### src/rtl/lbm_pkg.sv
`timescale 1ns/1ps
// Shared types for the local-bitmap must-repair analyzer.
package lbm_pkg;

    // Action decided by the must-repair rules in one cycle.
    typedef enum logic [1:0] {
        ACT_NONE  = 2'd0,
        ACT_ROW   = 2'd1,
        ACT_COL   = 2'd2,
        ACT_STUCK = 2'd3
    } lbm_act_e;

endpackage

### src/rtl/lbm_addr_tags.sv
`timescale 1ns/1ps
// Address slot file: N slots, each a valid bit and an AW-bit address.
// Looks up an address (lowest matching slot) and offers the lowest free slot.
// Assumes the caller never allocates when free_ok is low and never drops and
// allocates the same slot in one cycle (a dropped slot is valid, a free one is not).
module lbm_addr_tags #(
    parameter  int N  = 4,
    parameter  int AW = 10,
    localparam int IW = (N > 1) ? $clog2(N) : 1
) (
    input  logic            clk,
    input  logic            rst_n,
    input  logic            clear_all,
    input  logic [AW-1:0]   look_addr,
    input  logic            alloc_en,
    input  logic            drop_en,
    input  logic [IW-1:0]   drop_idx,
    output logic            hit,
    output logic [IW-1:0]   hit_idx,
    output logic            free_ok,
    output logic [IW-1:0]   free_idx,
    output logic [N-1:0]    vld,
    output logic [N*AW-1:0] addr_flat
);

    logic [N-1:0]  vld_q;
    logic [AW-1:0] addr_q [N];

    // Match and free-slot search; descending loop leaves the lowest index.
    always_comb begin
        hit      = 1'b0;
        hit_idx  = '0;
        free_ok  = 1'b0;
        free_idx = '0;
        for (int i = N - 1; i >= 0; i--) begin
            if (vld_q[i] && (addr_q[i] == look_addr)) begin
                hit     = 1'b1;
                hit_idx = IW'(i);
            end
            if (!vld_q[i]) begin
                free_ok  = 1'b1;
                free_idx = IW'(i);
            end
        end
    end

    // Slot state: clear, drop a repaired slot, or fill the free slot.
    always_ff @(posedge clk) begin
        if (!rst_n || clear_all) begin
            vld_q <= '0;
            for (int i = 0; i < N; i++) begin
                addr_q[i] <= '0;
            end
        end else begin
            for (int i = 0; i < N; i++) begin
                if (drop_en && (drop_idx == IW'(i))) begin
                    vld_q[i] <= 1'b0;
                end else if (alloc_en && (free_idx == IW'(i))) begin
                    vld_q[i]  <= 1'b1;
                    addr_q[i] <= look_addr;
                end
            end
        end
    end

    assign vld = vld_q;

    // Flatten slot addresses for the bitmap read-out.
    for (genvar g = 0; g < N; g++) begin : g_flat
        assign addr_flat[g*AW +: AW] = addr_q[g];
    end

endmodule

### src/rtl/lbm_force_pick.sv
`timescale 1ns/1ps
// Must-repair rule for one direction: among N bit lines of M bits each,
// flags any line with more set bits than `limit` and returns the lowest such line.
// Purely combinational; assumes M fits comfortably in an int count.
module lbm_force_pick #(
    parameter  int N  = 4,
    parameter  int M  = 5,
    parameter  int LW = 3,
    localparam int IW = (N > 1) ? $clog2(N) : 1
) (
    input  logic [N*M-1:0] lines_flat,
    input  logic [LW-1:0]  limit,
    output logic           force_o,
    output logic [IW-1:0]  idx_o
);

    // Count each line and keep the lowest one over the limit.
    always_comb begin
        force_o = 1'b0;
        idx_o   = '0;
        for (int i = N - 1; i >= 0; i--) begin
            if ($countones(lines_flat[i*M +: M]) > int'(limit)) begin
                force_o = 1'b1;
                idx_o   = IW'(i);
            end
        end
    end

endmodule

### src/rtl/lbm_must_repair.sv
`timescale 1ns/1ps
// Local-bitmap must-repair analyzer.
// Collects failing cells into a ROWS x COLS fault bitmap with address slots,
// applies the row-must / column-must rules against the remaining spare budgets
// (one repair per cycle, rows first), and freezes for a final-repair stage on
// overflow or end of test. Assumes the test engine reports at most one failing
// cell per cycle and that start_i is pulsed before each analysis.
module lbm_must_repair #(
    parameter  int ROWS = 4,
    parameter  int COLS = 5,
    parameter  int RAW  = 10,
    parameter  int CAW  = 7,
    parameter  int SPW  = 3,
    localparam int RIW  = (ROWS > 1) ? $clog2(ROWS) : 1,
    localparam int CIW  = (COLS > 1) ? $clog2(COLS) : 1,
    localparam int NB   = ROWS * COLS
) (
    input  logic              clk,
    input  logic              rst_n,
    input  logic              start_i,
    input  logic [SPW-1:0]    spare_row_i,
    input  logic [SPW-1:0]    spare_col_i,
    input  logic              fail_i,
    input  logic [RAW-1:0]    fail_row_i,
    input  logic [CAW-1:0]    fail_col_i,
    input  logic              test_done_i,
    output logic              rrep_o,
    output logic [RAW-1:0]    rrep_addr_o,
    output logic              crep_o,
    output logic [CAW-1:0]    crep_addr_o,
    output logic [SPW-1:0]    rows_left_o,
    output logic [SPW-1:0]    cols_left_o,
    output logic              full_o,
    output logic              unrep_o,
    output logic              handoff_o,
    output logic [ROWS-1:0]   map_row_vld_o,
    output logic [ROWS*RAW-1:0] map_row_addr_o,
    output logic [COLS-1:0]   map_col_vld_o,
    output logic [COLS*CAW-1:0] map_col_addr_o,
    output logic [NB-1:0]     map_bits_o
);
    import lbm_pkg::*;

    logic [NB-1:0]  bits_q;
    logic [NB-1:0]  col_lines;
    logic [NB-1:0]  clr_mask;
    logic [NB-1:0]  set_mask;
    logic [SPW-1:0] rows_left_q;
    logic [SPW-1:0] cols_left_q;
    logic           unrep_q;
    logic           frozen_q;
    logic           rrep_q;
    logic           crep_q;
    logic [RAW-1:0] rrep_addr_q;
    logic [CAW-1:0] crep_addr_q;

    logic           r_hit, r_free, c_hit, c_free;
    logic [RIW-1:0] r_hit_idx, r_free_idx, r_tgt;
    logic [CIW-1:0] c_hit_idx, c_free_idx, c_tgt;
    logic           rf_hit, cf_hit;
    logic [RIW-1:0] rf_idx;
    logic [CIW-1:0] cf_idx;
    lbm_act_e       act;
    logic           accept, dropped, overflow, rec_en;

    // Row and column slot files.
    lbm_addr_tags #(.N(ROWS), .AW(RAW)) u_row_tags (
        .clk       (clk),
        .rst_n     (rst_n),
        .clear_all (start_i),
        .look_addr (fail_row_i),
        .alloc_en  (rec_en && !r_hit),
        .drop_en   (act == ACT_ROW),
        .drop_idx  (rf_idx),
        .hit       (r_hit),
        .hit_idx   (r_hit_idx),
        .free_ok   (r_free),
        .free_idx  (r_free_idx),
        .vld       (map_row_vld_o),
        .addr_flat (map_row_addr_o)
    );

    lbm_addr_tags #(.N(COLS), .AW(CAW)) u_col_tags (
        .clk       (clk),
        .rst_n     (rst_n),
        .clear_all (start_i),
        .look_addr (fail_col_i),
        .alloc_en  (rec_en && !c_hit),
        .drop_en   (act == ACT_COL),
        .drop_idx  (cf_idx),
        .hit       (c_hit),
        .hit_idx   (c_hit_idx),
        .free_ok   (c_free),
        .free_idx  (c_free_idx),
        .vld       (map_col_vld_o),
        .addr_flat (map_col_addr_o)
    );

    // Column view of the bitmap: column c occupies bits c*ROWS .. c*ROWS+ROWS-1.
    for (genvar gr = 0; gr < ROWS; gr++) begin : g_tr_r
        for (genvar gc = 0; gc < COLS; gc++) begin : g_tr_c
            assign col_lines[gc*ROWS + gr] = bits_q[gr*COLS + gc];
        end
    end

    // Must-repair rules: rows against spare columns, columns against spare rows.
    lbm_force_pick #(.N(ROWS), .M(COLS), .LW(SPW)) u_row_rule (
        .lines_flat (bits_q),
        .limit      (cols_left_q),
        .force_o    (rf_hit),
        .idx_o      (rf_idx)
    );

    lbm_force_pick #(.N(COLS), .M(ROWS), .LW(SPW)) u_col_rule (
        .lines_flat (col_lines),
        .limit      (rows_left_q),
        .force_o    (cf_hit),
        .idx_o      (cf_idx)
    );

    // Pick this cycle's action: row rule first, empty budget means stuck.
    always_comb begin
        act = ACT_NONE;
        if (!unrep_q && !start_i) begin
            if (rf_hit) begin
                act = (rows_left_q == '0) ? ACT_STUCK : ACT_ROW;
            end else if (cf_hit) begin
                act = (cols_left_q == '0) ? ACT_STUCK : ACT_COL;
            end
        end
    end

    // Failure intake: drop if covered by this cycle's repair, else record or overflow.
    always_comb begin
        accept   = fail_i && !frozen_q && !unrep_q && !start_i;
        dropped  = ((act == ACT_ROW) && r_hit && (r_hit_idx == rf_idx)) ||
                   ((act == ACT_COL) && c_hit && (c_hit_idx == cf_idx));
        overflow = accept && !dropped &&
                   ((!r_hit && !r_free) || (!c_hit && !c_free));
        rec_en   = accept && !dropped && !overflow;
        r_tgt    = r_hit ? r_hit_idx : r_free_idx;
        c_tgt    = c_hit ? c_hit_idx : c_free_idx;
    end

    // Bit masks: wipe the repaired line, set the newly recorded cell.
    always_comb begin
        clr_mask = '0;
        set_mask = '0;
        for (int r = 0; r < ROWS; r++) begin
            for (int c = 0; c < COLS; c++) begin
                if ((act == ACT_ROW) && (rf_idx == RIW'(r))) clr_mask[r*COLS + c] = 1'b1;
                if ((act == ACT_COL) && (cf_idx == CIW'(c))) clr_mask[r*COLS + c] = 1'b1;
                if (rec_en && (r_tgt == RIW'(r)) && (c_tgt == CIW'(c))) set_mask[r*COLS + c] = 1'b1;
            end
        end
    end

    // Bitmap, spare budgets, sticky flags and repair strobes.
    always_ff @(posedge clk) begin
        if (!rst_n) begin
            bits_q      <= '0;
            rows_left_q <= '0;
            cols_left_q <= '0;
            unrep_q     <= 1'b0;
            frozen_q    <= 1'b0;
            rrep_q      <= 1'b0;
            crep_q      <= 1'b0;
            rrep_addr_q <= '0;
            crep_addr_q <= '0;
        end else if (start_i) begin
            bits_q      <= '0;
            rows_left_q <= spare_row_i;
            cols_left_q <= spare_col_i;
            unrep_q     <= 1'b0;
            frozen_q    <= 1'b0;
            rrep_q      <= 1'b0;
            crep_q      <= 1'b0;
        end else begin
            bits_q <= (bits_q & ~clr_mask) | set_mask;
            rrep_q <= (act == ACT_ROW);
            crep_q <= (act == ACT_COL);
            if (act == ACT_ROW) begin
                rows_left_q <= rows_left_q - 1'b1;
                rrep_addr_q <= map_row_addr_o[rf_idx*RAW +: RAW];
            end
            if (act == ACT_COL) begin
                cols_left_q <= cols_left_q - 1'b1;
                crep_addr_q <= map_col_addr_o[cf_idx*CAW +: CAW];
            end
            if (act == ACT_STUCK) unrep_q <= 1'b1;
            if (test_done_i || overflow) frozen_q <= 1'b1;
        end
    end

    assign rrep_o      = rrep_q;
    assign crep_o      = crep_q;
    assign rrep_addr_o = rrep_addr_q;
    assign crep_addr_o = crep_addr_q;
    assign rows_left_o = rows_left_q;
    assign cols_left_o = cols_left_q;
    assign unrep_o     = unrep_q;
    assign map_bits_o  = bits_q;
    assign full_o      = (&map_row_vld_o) || (&map_col_vld_o);
    assign handoff_o   = frozen_q && !rf_hit && !cf_hit && !unrep_q;

endmodule

### config.mk
export PLATFORM = sky130hd
export DESIGN_NAME = lbm_must_repair
export DESIGN_NICKNAME = d
export VERILOG_FILES = /design/src/rtl/lbm_pkg.sv /design/src/rtl/lbm_addr_tags.sv /design/src/rtl/lbm_force_pick.sv /design/src/rtl/lbm_must_repair.sv
export SDC_FILE = /design/constraint.sdc
export NUM_CORES = 1
export LEC_CHECK = 0
export CAP_MARGIN = 20
export CORE_ASPECT_RATIO = 0.5
export CORE_MARGIN = 2
export CORE_UTILIZATION = 57
export DETAILED_ROUTE_END_ITERATION = 10
export PLACE_DENSITY = 0.87
export SYNTH_ARGS = -nofsm -noshare
export SYNTH_HDL_FRONTEND = slang
export SYNTH_SLANG_ARGS = --single-unit
### constraint.sdc
create_clock -name clk -period 7.4 [get_ports clk]
set_clock_uncertainty 0.05 [all_clocks]
set_input_delay 1.48 -clock clk [delete_from_list [all_inputs] [get_ports clk]]
set_output_delay 1.48 -clock clk [all_outputs]
set_load 0.01 [all_outputs]
==> results.ini, run 1 <==
[worst_setup_path]
path_max_fanout = 6
rr_worst_depth = 15
critPathLaunchType = register
slowest_stage = clkdlybuf4s50_1
worstSetupStartpoint = map_bits_o[0]
r2r_setup_slack_ns = 1.92
cp_top_family = adder cells
end_kind = primary output
max_stage_delay_ns = 0.55
path_cells = ha_1 > fa_1 > inv_1 > fa_1 > inv_1 > ha_1 > a211oi_2 > o22ai_1 > nor3_1 > and4b_1 > clkdlybuf4s50_1
crit_end = handoff_o
critPathKind = register to primary output
arrival_ns = 4.30
cp_num_buf_inv = 3
r2r_end = u_col_tags.addr_q[0][13]
crit_required_ns = 5.87
rr_startpoint = map_bits_o[0]
crit_cells = 11

[drt]
drt_iter0_drc = 913
drt-total-wl_um = 26100
firstDrtPassIters = 6
drc = 0
vias = 7335
drtAntennaViolNets = 0
vias_per_cell = 6.37
detail_route.wl_per_cell_um = 22.6

[global_routing]
grt_pass1_vias = 7179
grt_usage = 0.337
grt_pass1_wl_um = 39500
grt_max_degree = 26
antenna_found_initial = 0
overflow = 0

[timing]
fmax_mhz = 171
setup_viol = 0
finalCritPeriodShare = 0.788
worst_pin_slew_ns = 1.14
tns_ns = 0
finalHoldViolations = 0
fin_crit_ns = 5.83
drv_slew = 0
slew_headroom = 0.234
rsz0062_at_grt = no

[cts]
clock_sinks = 131
h-tree-depth = 4
worst_skew_pair.late_latency_ns = 0.43
cts.repair.resized = 0
postCtsSetupRepairBufs = 0
cts_tree = done
cts-root-buf = clkbuf_16
numCtsBuffers = 17
clk_path_buf_depth = 2
ctsHoldBuffers = 0
clkTransAtPathRegs_ns = 0.06

[cells_and_area]
synthToLayoutAreaGrowth_pct = 29.1
postLayoutCellArea_um2 = 10500
final_nets = 1042
final_core_util = 0.765
antenna_cells = 0
layout-drive-gt1-share = 0.0740

[synthesis]
synth.cell_area_um2 = 8170
syn_nets = 885
yosysTopAreaCell = edfxtp_1
synthArstFlopShare = 0
yosys-top-cells-count = edfxtp_1 (75), xnor2_1 (66), dfxtp_1 (56)
yosysMostFrequentCell = edfxtp_1
synth_top_area_frac = 0.276
synth_warnings = 0
synthTopCellsByArea = edfxtp_1 (28%), dfxtp_1 (14%), ha_1 (8.3%), xnor2_1 (7.1%), and2_1 (3.8%)
synth-edff-count = 75
yosysUniqueCellTypes = 65
synth-seq-cells = 131
synth_cells = 790
synth.avg_cell_area_um2 = 10.3
ys.flop_type = edfxtp_1
seq_area_frac_synth = 0.413

[pwr]
leakagePower_nw = 4.02
p_per_area_nw_per_um2 = 209
ir_worst_vdd_v = 0.000180

[die]
coreArea_um2 = 13800
die_y_um = 88.7
die_area_um2 = 15400
pin_count = 160
rows = 30
start_util = 0.593
die_width_um = 173

[place]
globalplace.congestion = 0.978
port_buffers = 159
post_dp_cell_area_um2 = 9940
post-dp-hpwl_um = 19000

[run_status]
status = complete, no violations

[worst_hold_path]
hold_path_class = register to register
whs_path_depth = 1

[flow_run]
max-cap-violations = 0

how the worst min path moves through the flow:
stage | from | endpoint
floorplan | frozen_q | frozen_q
global placement | frozen_q | frozen_q
detailed placement | rrep_addr_o[1] | rrep_addr_o[1]
CTS | frozen_q | frozen_q
global route | frozen_q | frozen_q
finish | frozen_q | frozen_q
power breakdown:
part	switching (W)	leakage, nW	internal (W)
clock network	0.000341	0.291	0.000535
logic	0.000274	2.44	0.000204
registers	0.0000397	1.29	0.000807
flip-flops by register name, indices dropped and copies added (netlist names):
name and flops:
u_col_tags.addr_q 35, u_col_tags.vld 5, cols_left_o 3, rrep_o 1
rows_left_o 3, frozen_q 1, u_row_tags.addr_q 40, map_bits_o 20
unrep_o 1, crep_o 1, rrep_addr_o 10, crep_addr_o 7
u_row_tags.vld 4
layout by cell type, fill, tap and decap left out, types with 4 or more instances in the layout:
cell type / instances
nand3_1: 16
o21a_1: 8
mux2i_1: 17
or2_2: 4
edfxtp_1: 75
nand2_1: 36
a32o_1: 20
fa_1: 13
nand4_1: 16
and2_1: 50
buf_4: 11
dfxtp_1: 56
nor3_1: 8
a211oi_2: 4
nor4_2: 5
nor4_1: 6
ha_1: 54
a22oi_1: 7
o21ai_0: 28
nor2_1: 52
a21boi_0: 5
a221oi_1: 22
nand2b_1: 7
inv_1: 49
xor2_1: 11
clkdlybuf4s50_1: 159
a21oi_1: 17
nor2b_1: 23
and3_1: 15
or3_1: 4
clkbuf_16: 18
o22ai_1: 14
xnor2_1: 66
cell type report:
| cell class | count | area (um^2) |
|---|---|---|
| inverters | 49 | 184 |
| flip-flops and latches | 131 | 3370 |
| repair buffers | 170 | 1670 |
| clock inverters | 11 | 125 |
| multi-input cells | 578 | 4470 |
| fillers | 918 | 3230 |
| clock buffers | 21 | 482 |
| well taps | 192 | 240 |
through the flow:
stage	setup WS [ns]	total power, W	std cells	hold WS [ns]
3_3_place_gp	1.67	0.00131	1119	0.456
3_5_place_dp	1.85	0.00132	1120	0.455
2_1_floorplan	2.85	0.00114	790	0.431
5_1_grt	1.45	0.00225	1152	0.509
6_report	1.57	0.00220	1152	0.482
4_1_cts	1.62	0.00218	1152	0.472
kinds of logic after synthesis:
group,after synthesis,synth area share
AND/OR/NAND/NOR,268,0.194
AO/OA/AOI/OAI,148,0.133
flip-flops,131,0.413
buffers and inverters,81,0.0403
XOR/XNOR,78,0.0845
adder cells (fa/ha/maj),67,0.115
multiplexers,17,0.0208
layer usage:
| layer | track usage | vias up | wire [um] | share of wire |
|---|---|---|---|---|
| met1 | 0.436 | 3511 | 10400 | 0.40 |
| met4 | 0.133 | 0 | 753 | 0.029 |
| met2 | 0.561 | 543 | 11900 | 0.46 |
| li1 | - | 3192 | - | - |
| met5 | 0 | - | 0 | 0 |
| met3 | 0.0765 | 89 | 2940 | 0.11 |
(Power assumes the default switching activity.)
==> run 2: changes to the inputs <==
--- a/config.mk
+++ b/config.mk
@@ -8,9 +8,9 @@
 export CAP_MARGIN = 20
 export CORE_ASPECT_RATIO = 0.5
 export CORE_MARGIN = 2
-export CORE_UTILIZATION = 57
+export CORE_UTILIZATION = 53
 export DETAILED_ROUTE_END_ITERATION = 10
-export PLACE_DENSITY = 0.87
+export PLACE_DENSITY = 0.82
 export SYNTH_ARGS = -nofsm -noshare
 export SYNTH_HDL_FRONTEND = slang
 export SYNTH_SLANG_ARGS = --single-unit
==> constraint.sdc (replaced) <==
create_clock -name clk -period 6 [get_ports clk]
set_clock_uncertainty 0.05 [all_clocks]
set_input_delay 1.2 -clock clk [delete_from_list [all_inputs] [get_ports clk]]
set_output_delay 1.2 -clock clk [all_outputs]
set_load 0.01 [all_outputs]
==> run 2 against run 1 <==
Compared with the run above:
- worst setup slack worse by 1.0 ns
- first-iteration DRC count is 28% lower
- count of clock-buffer cells in the layout is 2 lower
- combinational power is 24% higher
- die area is 7.3% higher
- global-route usage is 2.6 points lower
- flip-flop and latch count stayed put
- final area is 0.90% higher
- sequential power is 23% higher
- critical path depth stayed put
- routed wire length is 1.9% lower
- largest cell class unchanged
- largest power group unchanged
==> results.ini, run 2 (synthesis results as in run 1) <==
[timing]
finalHoldViolations = 0  ; unchanged
rsz0062_at_grt = no
slew_headroom = 0.361  ; +0.126
drv_slew = 0  ; unchanged
hold_ws_ns = 0.465  ; -0.0177 ns
worst_pin_slew_ns = 0.954  ; -0.184 ns
finalCritPeriodShare = 0.907
fin_crit_ns = 5.44
tns_ns = 0  ; unchanged
fmax_mhz = 184
setup_viol = 0  ; unchanged

[pwr]
power.clock.fraction = 0.415  ; +0.017
seqPwrFrac = 0.373  ; -0.012
total_power_w = 0.00280  ; +27%
swShare = 0.290  ; -0.00735
pwr-share-comb = 0.213  ; -0.004
ir_worst_vdd_v = 0.000185  ; +2.8%
p_per_area_nw_per_um2 = 263  ; +26%
intPower_w = 0.00199  ; +29%
p_sw_w = 0.000812  ; +24%
leakagePower_nw = 4.06  ; +1.1%

[die]
die_area_um2 = 16500  ; +7.3%
pin_count = 160  ; unchanged
coreArea_um2 = 15300  ; +11%
start_util = 0.536  ; -0.0575
die_width_um = 180  ; +3.6%
rows = 32  ; +6.7%
die_y_um = 91.8  ; +3.5%

[drt]
detail_route.wl_per_cell_um = 21.9  ; -3.4%
drtAntennaViolNets = 0  ; unchanged
drt_iter0_drc = 653  ; -28%
firstDrtPassIters = 7  ; +1
drt-total-wl_um = 25600  ; -1.9%
vias_per_cell = 6.21  ; -2.5%
vias = 7260  ; -1.0%
drc = 0  ; unchanged

[cells_and_area]
top_register = u_row_tags.addr_q
mostFrequentLayoutCell = clkdlybuf4s50_1
instances_no_fill = 1170  ; +1.6%
mostFrequentLayoutCells = clkdlybuf4s50_1 (159), edfxtp_1 (75), xnor2_1 (66)
final_nets = 1048  ; +0.58%
layout-drive-gt1-share = 0.0776  ; +0.00368
antenna_cells = 0  ; unchanged
synthToLayoutAreaGrowth_pct = 30.2
largest_reg_flops = 40  ; unchanged

[flow_run]
max-cap-violations = 0  ; unchanged

[place]
numPlacedInstances = 1138  ; +1.6%
globalplace.congestion = 0.917  ; -6.2%
port_buffers = 159  ; unchanged
post-dp-hpwl_um = 19100  ; +0.42%

[cts]
cts.repair.resized = 0  ; unchanged
h-tree-depth = 4  ; unchanged
clk_path_buf_depth = 2  ; unchanged
cts_tree = done
worst_skew_pair.late_latency_ns = 0.43  ; about the same
ctsHoldBuffers = 0  ; unchanged
clkTransAtPathRegs_ns = 0.06  ; about the same
cts-root-buf = clkbuf_16
postCtsSetupRepairBufs = 0  ; unchanged
numCtsBuffers = 17  ; unchanged
clock_sinks = 131  ; unchanged

[global_routing]
antenna_found_initial = 0  ; unchanged
overflow = 0  ; unchanged
grt_usage = 0.310  ; -0.0263
grt_pass1_vias = 7090  ; -1.2%
grt_max_degree = 26  ; unchanged
grt_pass1_wl_um = 39400  ; -0.14%

[worst_hold_path]
hold_path_class = register to register

[worst_setup_path]
critPathKind = register to primary output
arrival_ns = 4.19  ; -0.11 ns
crit_end = handoff_o
rr_worst_depth = 13  ; -2
critPathLaunchType = register
worstSetupStartpoint = map_bits_o[6]
crit_required_ns = 4.75  ; -1.12 ns
r2r_setup_slack_ns = 0.89  ; -1.03 ns
r2r_end = u_row_tags.addr_q[3][2]
end_kind = primary output
path_max_fanout = 6  ; unchanged
rr_startpoint = map_bits_o[6]

[run_status]
status = complete, no violations

-- run 2: metrics by stage --
stage	worst slack, ns	instance area, um^2	utilization
after global routing	0.299	10600	0.698
after floorplan	1.45	8170	-
after detailed placement	1.03	10000	0.655
after global placement	1.11	10000	0.655
final	0.556	10600	0.698
after CTS	0.621	10600	0.698
-- run 2: cell type report --
| cell class | instances | area, um^2 |
|---|---|---|
| well taps | 204 | 255 |
| flip-flops and latches | 131 | 3370 |
| clock inverters | 13 | 209 |
| multi-input cells | 578 | 4470 |
| inverters | 49 | 184 |
| repair buffers | 176 | 1720 |
| fillers | 1131 | 4610 |
| clock buffers | 19 | 433 |
-- run 2: metal layers --
| layer | global-route usage | routed length [um] | vias to the layer above |
|---|---|---|---|
| met1 | 0.407 | 10500 | 3547 |
| met2 | 0.501 | 11800 | 441 |
| met5 | 0 | 0 | - |
| li1 | - | - | 3204 |
| met3 | 0.0747 | 2590 | 68 |
| met4 | 0.119 | 725 | 0 |
-- run 2: power by group through the flow --
stage / Clock, W / Combinational [W] / Sequential, W
final: 0.00116 / 0.000595 / 0.00104
after global placement: 0 / 0.000565 / 0.00106
after detailed placement: 0 / 0.000578 / 0.00106
after CTS: 0.00116 / 0.000585 / 0.00104
after global routing: 0.00120 / 0.000632 / 0.00105
after floorplan: 0 / 0.000335 / 0.00107
-- run 2: worst min-delay path by stage --
stage                     cells past startpoint           start  slack [ns]             end
after floorplan                               1        frozen_q        0.43        frozen_q
after global placement                        1        frozen_q        0.45        frozen_q
after detailed placement                      2  rrep_addr_o[0]        0.46  rrep_addr_o[0]
after CTS                                     2  rrep_addr_o[0]        0.47  rrep_addr_o[0]
after global routing                          2  rrep_addr_o[0]        0.51  rrep_addr_o[0]
final                                         2  rrep_addr_o[0]        0.46  rrep_addr_o[0]
-- run 2: critical path, stage by stage (launching register included) --
cell,delay (ns)
dfxtp_1,0.39
ha_1,0.27
fa_1,0.42
inv_1,0.08
fa_1,0.40
inv_1,0.06
ha_1,0.25
a211oi_2,0.29
o22ai_1,0.25
nor3_1,0.48
and4b_1,0.33
clkdlybuf4s50_1,0.55
==> run 3: changes to the inputs <==
--- a/config.mk
+++ b/config.mk
@@ -7,7 +7,6 @@
 export LEC_CHECK = 0
 export CAP_MARGIN = 20
 export CORE_ASPECT_RATIO = 0.5
-export CORE_MARGIN = 2
 export CORE_UTILIZATION = 53
 export DETAILED_ROUTE_END_ITERATION = 10
 export PLACE_DENSITY = 0.82
==> run 3 against run 2 <==
Compared with the run above:
- non-clock buffer count is 4 lower
- final cell count is 0.85% lower
- die area decreased by 3.3%
- critical path type unchanged
- critical endpoint unchanged
- largest cell class unchanged
- largest power group unchanged
==> results.ini, run 3 (synthesis results as in run 1) <==
[cts]
ctsHoldBuffers = 0  ; unchanged
cts-root-buf = clkbuf_16
worst_skew_pair.late_latency_ns = 0.43  ; about the same
h-tree-depth = 4  ; unchanged
cts_tree = done
cts.repair.resized = 0  ; unchanged
clkTransAtPathRegs_ns = 0.06  ; about the same
numCtsBuffers = 17  ; unchanged
postCtsSetupRepairBufs = 0  ; unchanged
clk_path_buf_depth = 2  ; unchanged
clock_sinks = 131  ; unchanged

[cells_and_area]
synthToLayoutAreaGrowth_pct = 29.1
fillers = 1065  ; -5.8%
largest_reg_flops = 40  ; unchanged
mostFrequentLayoutCells = clkdlybuf4s50_1 (159), edfxtp_1 (75), xnor2_1 (66)
mostFrequentLayoutCell = clkdlybuf4s50_1
top_register = u_row_tags.addr_q
seq_area_um2 = 3370  ; unchanged
multi_input_area_um2 = 4470  ; unchanged
antenna_cells = 0  ; unchanged
instances_no_fill = 1160  ; -0.85%
layout-drive-gt1-share = 0.0769  ; -0.000717
final_core_util = 0.715  ; +0.0179
final_nets = 1044  ; -0.38%
postLayoutCellArea_um2 = 10500  ; -0.91%

[worst_hold_path]
hold_path_class = register to register
hp-start = rrep_addr_o[2]
whs_path_depth = 2  ; unchanged
whs_endpoint = rrep_addr_o[2]

[worst_setup_path]
crit_required_ns = 4.75  ; about the same
end_kind = primary output
rr_startpoint = map_bits_o[15]
r2r_end = u_row_tags.addr_q[2][9]
r2r_setup_slack_ns = 0.76  ; -0.13 ns
rr_worst_depth = 15  ; +2
critPathKind = register to primary output
arrival_ns = 4.28  ; +0.09 ns
critPathLaunchType = register
path_max_fanout = 6  ; unchanged

[timing]
slew_headroom = 0.304  ; -0.0563
worst_pin_slew_ns = 1.04  ; +0.0875 ns
fmax_mhz = 181  ; -1.5%
finalCritPeriodShare = 0.922  ; +0.0143
tns_ns = 0  ; unchanged
drv_slew = 0  ; unchanged
finalHoldViolations = 0  ; unchanged
worst_slack_ns = 0.471  ; -0.0857 ns
setup_viol = 0  ; unchanged
rsz0062_at_grt = no
fin_crit_ns = 5.53  ; +0.0857 ns

[drt]
drt_iter0_drc = 726  ; +11%
vias_per_cell = 6.21  ; about the same
drc = 0  ; unchanged
drtAntennaViolNets = 0  ; unchanged
vias = 7198  ; -0.85%
drt-total-wl_um = 25100  ; -1.9%
firstDrtPassIters = 6  ; -1
detail_route.wl_per_cell_um = 21.6  ; -1.0%

[pwr]
leakagePower_nw = 4.03  ; -0.89%
ir_worst_vdd_v = 0.000180  ; -2.8%
p_per_area_nw_per_um2 = 254  ; -3.6%

[place]
numPlacedInstances = 1128  ; -0.88%
port_buffers = 159  ; unchanged
post-dp-hpwl_um = 19000  ; -0.65%
post_dp_cell_area_um2 = 9960  ; -0.38%
globalplace.congestion = 0.910  ; -0.77%
place_ws_ns = 0.927  ; -0.100 ns

[die]
coreArea_um2 = 14700  ; -3.4%
rows = 31  ; -3.1%
start_util = 0.554  ; +0.0187
die_area_um2 = 15900  ; -3.3%
die_y_um = 89.8  ; -2.2%
die_width_um = 178  ; -1.1%
pin_count = 160  ; unchanged

[global_routing]
grt_pass1_wl_um = 38500  ; -2.4%
grt_max_degree = 17  ; -35%
grt_pass1_vias = 6879  ; -3.0%
grt_usage = 0.320  ; +0.00916
antenna_found_initial = 0  ; unchanged
overflow = 0  ; unchanged

[run_status]
status = complete, no violations

[flow_run]
max-cap-violations = 0  ; unchanged

## run 3: cell types whose count changed in the layout (fill, tap and decap cells not counted)
cell	change
clkinv_2	+3
clkinvlp_4	-1
bufinv_16	-3
inv_6	+4
buf_4	-4
clkinv_1	-1
clkbuf_1	-2
## run 3: how the worst max path moves through the flow
stage	start	slack (ns)	end
final	map_bits_o[15]	0.47	handoff_o
after global routing	map_bits_o[16]	0.29	handoff_o
after CTS	map_bits_o[15]	0.52	handoff_o
after detailed placement	map_bits_o[15]	0.93	u_row_tags.addr_q[2][9]
after global placement	map_bits_o[15]	1.06	u_row_tags.addr_q[1][9]
after floorplan	map_bits_o[10]	1.45	u_col_tags.addr_q[0][14]
## run 3: metal layers
layer,GRT usage,vias to the layer above,part of all wire
li1,-,3200,-
met2,0.491,525,0.44
met5,0,-,0
met4,0.0990,0,0.026
met1,0.453,3406,0.42
met3,0.0630,67,0.11
## run 3: critical path, stage by stage (launching register included)
cell	delay [ns]
dfxtp_1	0.41
ha_1	0.28
fa_1	0.39
inv_1	0.09
fa_1	0.41
inv_1	0.08
ha_1	0.24
nor2b_1	0.14
o21ai_1	0.14
a32oi_1	0.21
nor3_1	0.56
and4b_1	0.35
clkdlybuf4s50_1	0.56
## run 3: layout make-up
cell class	count	share of cell area
clock buffers	17	0.0403
clock inverters	15	0.0150
inverters	49	0.0174
multi-input cells	578	0.424
flip-flops and latches	131	0.320
well taps	198	0.0235
repair buffers	172	0.160
## run 3: metrics by stage
step / total power (W) / hold WS (ns)
2_1_floorplan: 0.00141 / 0.431
3_3_place_gp: 0.00162 / 0.457
3_5_place_dp: 0.00164 / 0.459
4_1_cts: 0.00266 / 0.470
5_1_grt: 0.00275 / 0.509
6_report: 0.00267 / 0.467
## run 3: where the power goes
| group | switching (W) | leakage [nW] | internal [W] |
|---|---|---|---|
| Combinational | 0.000331 | 2.45 | 0.000254 |
| Clock | 0.000430 | 0.288 | 0.000616 |
| Sequential | 0.0000483 | 1.29 | 0.000995 |
| Total | 0.000809 | 4.03 | 0.00187 |
